**config.mk**
```make
export PLATFORM = sky130hd
export DESIGN_NAME = strobed_out_chan
export DESIGN_NICKNAME = d
export VERILOG_FILES = /design/src/rtl/strobed_out_pkg.sv /design/src/rtl/ack_edge_sync.sv /design/src/rtl/out_latch.sv /design/src/rtl/hs_ctrl.sv /design/src/rtl/strobed_out_chan.sv
export SDC_FILE = /design/constraint.sdc
export NUM_CORES = 1
export LEC_CHECK = 0
export ABC_CLOCK_PERIOD_IN_PS = 1650
export BUFFER_PORTS_ARGS = -buffer_cell sky130_fd_sc_hd__buf_2
export CORE_ASPECT_RATIO = 0.8
export CORE_MARGIN = 3
export CORE_UTILIZATION = 35
export CTS_BUF_LIST = sky130_fd_sc_hd__clkbuf_4 sky130_fd_sc_hd__clkbuf_8
export CTS_CLUSTER_SIZE = 24
export DETAILED_ROUTE_END_ITERATION = 16
export SLEW_MARGIN = 40
export SYNTH_ARGS = -nofsm -noshare
export SYNTH_HDL_FRONTEND = slang
export SYNTH_HIERARCHICAL = 1
export SYNTH_SLANG_ARGS = --single-unit
```
**constraint.sdc**
```tcl
create_clock -name clk -period 1.65 [get_ports clk]
set_clock_uncertainty 0.05 [all_clocks]
set_input_delay 0.165 -clock clk [delete_from_list [all_inputs] [get_ports clk]]
set_output_delay 0.165 -clock clk [all_outputs]
set_load 0.03 [all_outputs]
```
**src/rtl/strobed_out_pkg.sv**
```systemverilog
package strobed_out_pkg;
  typedef struct packed {
    logic rise;
    logic fall;
  } edge_t;
endpackage

```
**src/rtl/ack_edge_sync.sv**
```systemverilog
module ack_edge_sync
  import strobed_out_pkg::*;
#(
  parameter int STAGES = 2
) (
  input  logic  clk,
  input  logic  rst_n,
  input  logic  ack_n,
  output edge_t ack_edge
);
  localparam int CHAIN = STAGES + 1;

  logic [CHAIN-1:0] chain_q;

  always_ff @(posedge clk or negedge rst_n) begin
    if (!rst_n) chain_q <= '1;
    else        chain_q <= {chain_q[CHAIN-2:0], ack_n};
  end

  // chain_q[STAGES-1] is the synchronised level; chain_q[STAGES] is its previous value
  assign ack_edge.fall = chain_q[STAGES] & ~chain_q[STAGES-1];
  assign ack_edge.rise = ~chain_q[STAGES] & chain_q[STAGES-1];
endmodule

```
**src/rtl/out_latch.sv**
```systemverilog
module out_latch #(
  parameter int WIDTH = 8
) (
  input  logic             clk,
  input  logic             rst_n,
  input  logic             load,
  input  logic [WIDTH-1:0] din,
  output logic [WIDTH-1:0] dout
);
  always_ff @(posedge clk or negedge rst_n) begin
    if (!rst_n)    dout <= '0;
    else if (load) dout <= din;
  end
endmodule

```
**src/rtl/hs_ctrl.sv**
```systemverilog
module hs_ctrl
  import strobed_out_pkg::*;
(
  input  logic  clk,
  input  logic  rst_n,
  input  logic  wr,
  input  logic  ie_wr,
  input  logic  ie_data,
  input  edge_t ack_edge,
  output logic  full_n,
  output logic  ie,
  output logic  irq
);
  logic taken_q;

  always_ff @(posedge clk or negedge rst_n) begin
    if (!rst_n) begin
      full_n  <= 1'b1;
      taken_q <= 1'b0;
    end else if (wr) begin
      full_n  <= 1'b0;
      taken_q <= 1'b0;
    end else if (ack_edge.fall) begin
      taken_q <= ~full_n;
      full_n  <= 1'b1;
    end else if (ack_edge.rise) begin
      taken_q <= 1'b0;
    end
  end

  always_ff @(posedge clk or negedge rst_n) begin
    if (!rst_n)     ie <= 1'b0;
    else if (ie_wr) ie <= ie_data;
  end

  always_ff @(posedge clk or negedge rst_n) begin
    if (!rst_n)                      irq <= 1'b0;
    else if (wr)                     irq <= 1'b0;
    else if (ie_wr && !ie_data)      irq <= 1'b0;
    else if (ack_edge.rise && taken_q && full_n && ie)
                                     irq <= 1'b1;
  end
endmodule

```
**src/rtl/strobed_out_chan.sv**
```systemverilog
module strobed_out_chan
  import strobed_out_pkg::*;
#(
  parameter int WIDTH       = 8,
  parameter int SYNC_STAGES = 2
) (
  input  logic             clk,
  input  logic             rst_n,
  input  logic             wr_valid,
  input  logic [WIDTH-1:0] wr_data,
  input  logic             ie_wr,
  input  logic             ie_data,
  input  logic             ack_n,
  output logic [WIDTH-1:0] pdata,
  output logic             obf_n,
  output logic             irq
);
  edge_t ack_edge;
  logic  ie_q;

  ack_edge_sync #(.STAGES(SYNC_STAGES)) u_sync (
    .clk(clk), .rst_n(rst_n), .ack_n(ack_n), .ack_edge(ack_edge)
  );

  out_latch #(.WIDTH(WIDTH)) u_latch (
    .clk(clk), .rst_n(rst_n), .load(wr_valid), .din(wr_data), .dout(pdata)
  );

  hs_ctrl u_ctrl (
    .clk(clk), .rst_n(rst_n), .wr(wr_valid), .ie_wr(ie_wr), .ie_data(ie_data),
    .ack_edge(ack_edge), .full_n(obf_n), .ie(ie_q), .irq(irq)
  );
endmodule

```
# == Word-level counts from Yosys, hierarchy flattened ==
# Cells that the tools add are included.
# classes
mux,8
bitwise,5
reduce_logical,8
# op_table
operator,count
$mux W1,8
$reduce_bool A3 Y1,2
$logic_and A1 B1 Y1,4
$not A1 Y1,3
$and A1 B1 Y1,2
$reduce_bool A2 Y1,1
$logic_not A1 Y1,1
# totals
regBits,15
inputBits,14
output_inout_bits,10
word_cells,27

# == Logic depth before layout (Yosys ltp) ==
# logic_depth
depth_word,8
mapped_depth,3
depth_no_buf,3

# == By module ==
# The synthesis kept the hierarchy.
# modules_own_cells
mod,instances,cells_each,area_per_inst_um2,seq_area_each_um2
out_latch,1,17,331.6,200.2
hs_ctrl,1,13,161.4,101.3
ack_edge_sync,1,5,93.8,78.8

# == Least setup slack after synthesis ==
# Ideal clock, no wire load.
# synth_timing
kind,reg-to-reg
from,register u_sync.chain_q[2]
to,register u_ctrl.taken_q
setup_time_ns,0.077
t_arrival_ns,1.162
required_time_ns,1.523
setup_slack_ns,0.361
path_stages_with_launch,4
path_buffers,0
period_less_slack_ns,1.289
cell_sequence,dfstp_2 and2b_2 or3b_1 a21oi_1
# synth_lines
item,line_no,rtl
from (decl),ack_edge_sync.sv:13,logic [CHAIN-1:0] chain_q;
from (signal assigned),ack_edge_sync.sv:17,"else chain_q <= {chain_q[CHAIN-2:0], ack_n};"
to (signal assigned),hs_ctrl.sv:24,taken_q <= ~full_n;
to (decl),hs_ctrl.sv:14,logic taken_q;

==> reports/results.ini <==
[outcome]
status = completed

[cells_and_area]
final_cell_mix = buf_2, dfrtp_1, mux2_4
nets = 78
n_antenna_cell = 0
drive_gt1_share_pct = 65.1
instances_no_fill = 84
areaGrowthSynthToFinish_pct = 30.3
layout.cells.most_common = buf_2

[timing]
min_period_ns = 1.32
fmax_ghz = 0.755
holdWs_ns = 0.0594
rsz0062_at_grt = false
worst_pin_slew_ns = 0.321
setup_viol = 0
fin_setup_tns_ns = 0
slew_headroom_pct = 78.6
worst_slack_ns = 0.326
finalMaxSlewViolations = 0
final_hold_viol_count = 0
period_share_pct = 80.3

[yosys]
synth_cell_types = 13
synth_cells = 35
synthesis.area_um2 = 587
yosysSeqAreaShare_pct = 64.8
ys_ff_latch = 15
yosysWarnings = 6
yosys.area.top_type = dfrtp_1
postSynthAreaPerCell_um2 = 16.8
netlist.area_leader.share_pct = 46.9
synth_fp_nets = 49
synth_area_leaders = dfrtp_1, mux2_4, dfstp_2

[critical_path]
critPathKind = reg2reg
required_ns = 1.81
arrival_ns = 1.48
critPathLaunch = u_sync/chain_q[2]$_DFF_PN1_
worst-path-max-fanout = 2
r2r-start = u_sync/chain_q[2]$_DFF_PN1_
worst_setup_path_end_kind = flip-flop
start_kind = flip-flop
rr_worst_depth = 3

[cts]
path_clk_slew_ns = 0.09
cts_made_buffers = 3
cts_tree = yes
clock-sinks = 15
clk_latency_ns = 0.28
cts_resized = 0
htree_levels = 1
cts_root_buf = clkbuf_4
clockBufferDepth = 2

[route]
ant_nets = 0
wl_um = 911
drc_errors = 0
viasPerCell = 4.32
vias = 363
drt_iter0_drc = 2
wl_per_cell_um = 10.8
dr.pass1.iters = 2

[power_and_ir_drop]
cellPowerDensity_nw_per_um2 = 989
p_clk_share_pct = 26.3
switching_share_pct = 26.6
power_frac_comb_pct = 18.8
p_seq_share_pct = 54.9
p_sw_uw = 201
p_int_uw = 555
irDropWorstVdd_mv = 0.614
p_leak_uw = 0.000384

[grt]
grt_use_total_pct = 9.19
grt_max_degree = 16
met3_usage_pct = 6.41
grt_first_pass_wirelength_um = 1430
use_met2_pct = 12.4
met1_usage_pct = 12.1
overflow = 0
grt_pass1_vias = 321
busiest_layer = met2
grt_antenna_before_repair = 0

[place]
dp_hpwl_um = 668
io_buffers = 23
gp_congestion = 0.621
dp_cells = 78
dp_worst_setup_slack_ns = 0.313

[min_path]
holdPathStages = 2
hp-start = wr_data[0]
hold_path.class = in2reg

[die]
core_um2 = 1490
die_w_um = 51.8
die_y_um = 42.6
start_util_pct = 39.5
num_io_pins = 24
rows = 12
dieArea_um2 = 2210

[job]
max_cap_violations = 0

power groups by stage:
stage	Combinational, uW	Sequential, uW	Clock, uW
global placement	140	421	0
detailed placement	140	422	0
finish	142	415	199
global route	152	420	232
CTS	144	415	216
floorplan	49.0	465	0
state kept, by name, indices dropped and copies added, names as in the netlist:
register,cells
u_sync/chain_q,3
u_ctrl/irq,1
u_ctrl/ie,1
u_latch/dout,8
u_ctrl/taken_q,1
u_ctrl/full_n,1
logic make-up after synthesis:
group	share of synthesized area (%)
compound gates	2.34
buf+inv	1.92
flops	64.8
mux	22.4
simple gates	8.53
final timing paths:
path                                                    end  slack [ns]
worst max register to register   u_ctrl/taken_q$_DFFE_PN0P_        0.33
worst max-delay path             u_ctrl/taken_q$_DFFE_PN0P_        0.33
worst min-delay path            u_latch/dout[0]$_DFFE_PN0P_        0.06
min in group asynchronous        u_ctrl/taken_q$_DFFE_PN0P_        0.25
max in group asynchronous       u_sync/chain_q[2]$_DFF_PN1_        1.00
worst min register to register  u_sync/chain_q[1]$_DFF_PN1_        0.31
what timing repair did:
action / in CTS / in global routing
buffers inserted: 0 / 0
hold endpoints to repair: 13 / 0
hold buffers: 2 / 0
through the flow:
| stage | total power [uW] | instance area (um2) | utilization, % |
|---|---|---|---|
| global route | 803 | 764 | 51.4 |
| finish | 756 | 764 | 51.4 |
| detailed placement | 562 | 717 | 48.2 |
| global placement | 562 | 717 | 48.2 |
| floorplan | 514 | 587 | - |
| CTS | 776 | 764 | 51.4 |
cell usage after synthesis:
cell type / n
a21oi_1: 1
a41oi_1: 1
and2b_2: 1
buf_6: 1
dfrtp_1: 11
dfstp_2: 4
mux2_2: 1
mux2_4: 8
nor2_1: 2
nor2b_1: 2
nor3_1: 1
or2b_1: 1
or3b_1: 1
final cells by class:
class,instances,area [um2]
tap,21,26.3
sequential,15,380
clock buffer,3,22.5
fill,132,722
clock inverter,1,5.00
timing repair buffer,25,135
multi-input combinational,19,195
per-layer routing:
layer / up-vias / routed length (um) / part of all wire [%]
met4: 0 / 0 / 0
met2: 11 / 413 / 45
met3: 0 / 62 / 6.8
li1: 179 / - / -
met5: - / 0 / 0
met1: 173 / 435 / 48
worst max-delay path: stages, from the launching register on:
cell     delay (ns)
dfstp_2        0.52
and2b_2        0.21
or3b_1         0.34
a21oi_1        0.14
No activity file was read; power rests on OpenSTA's default activity.
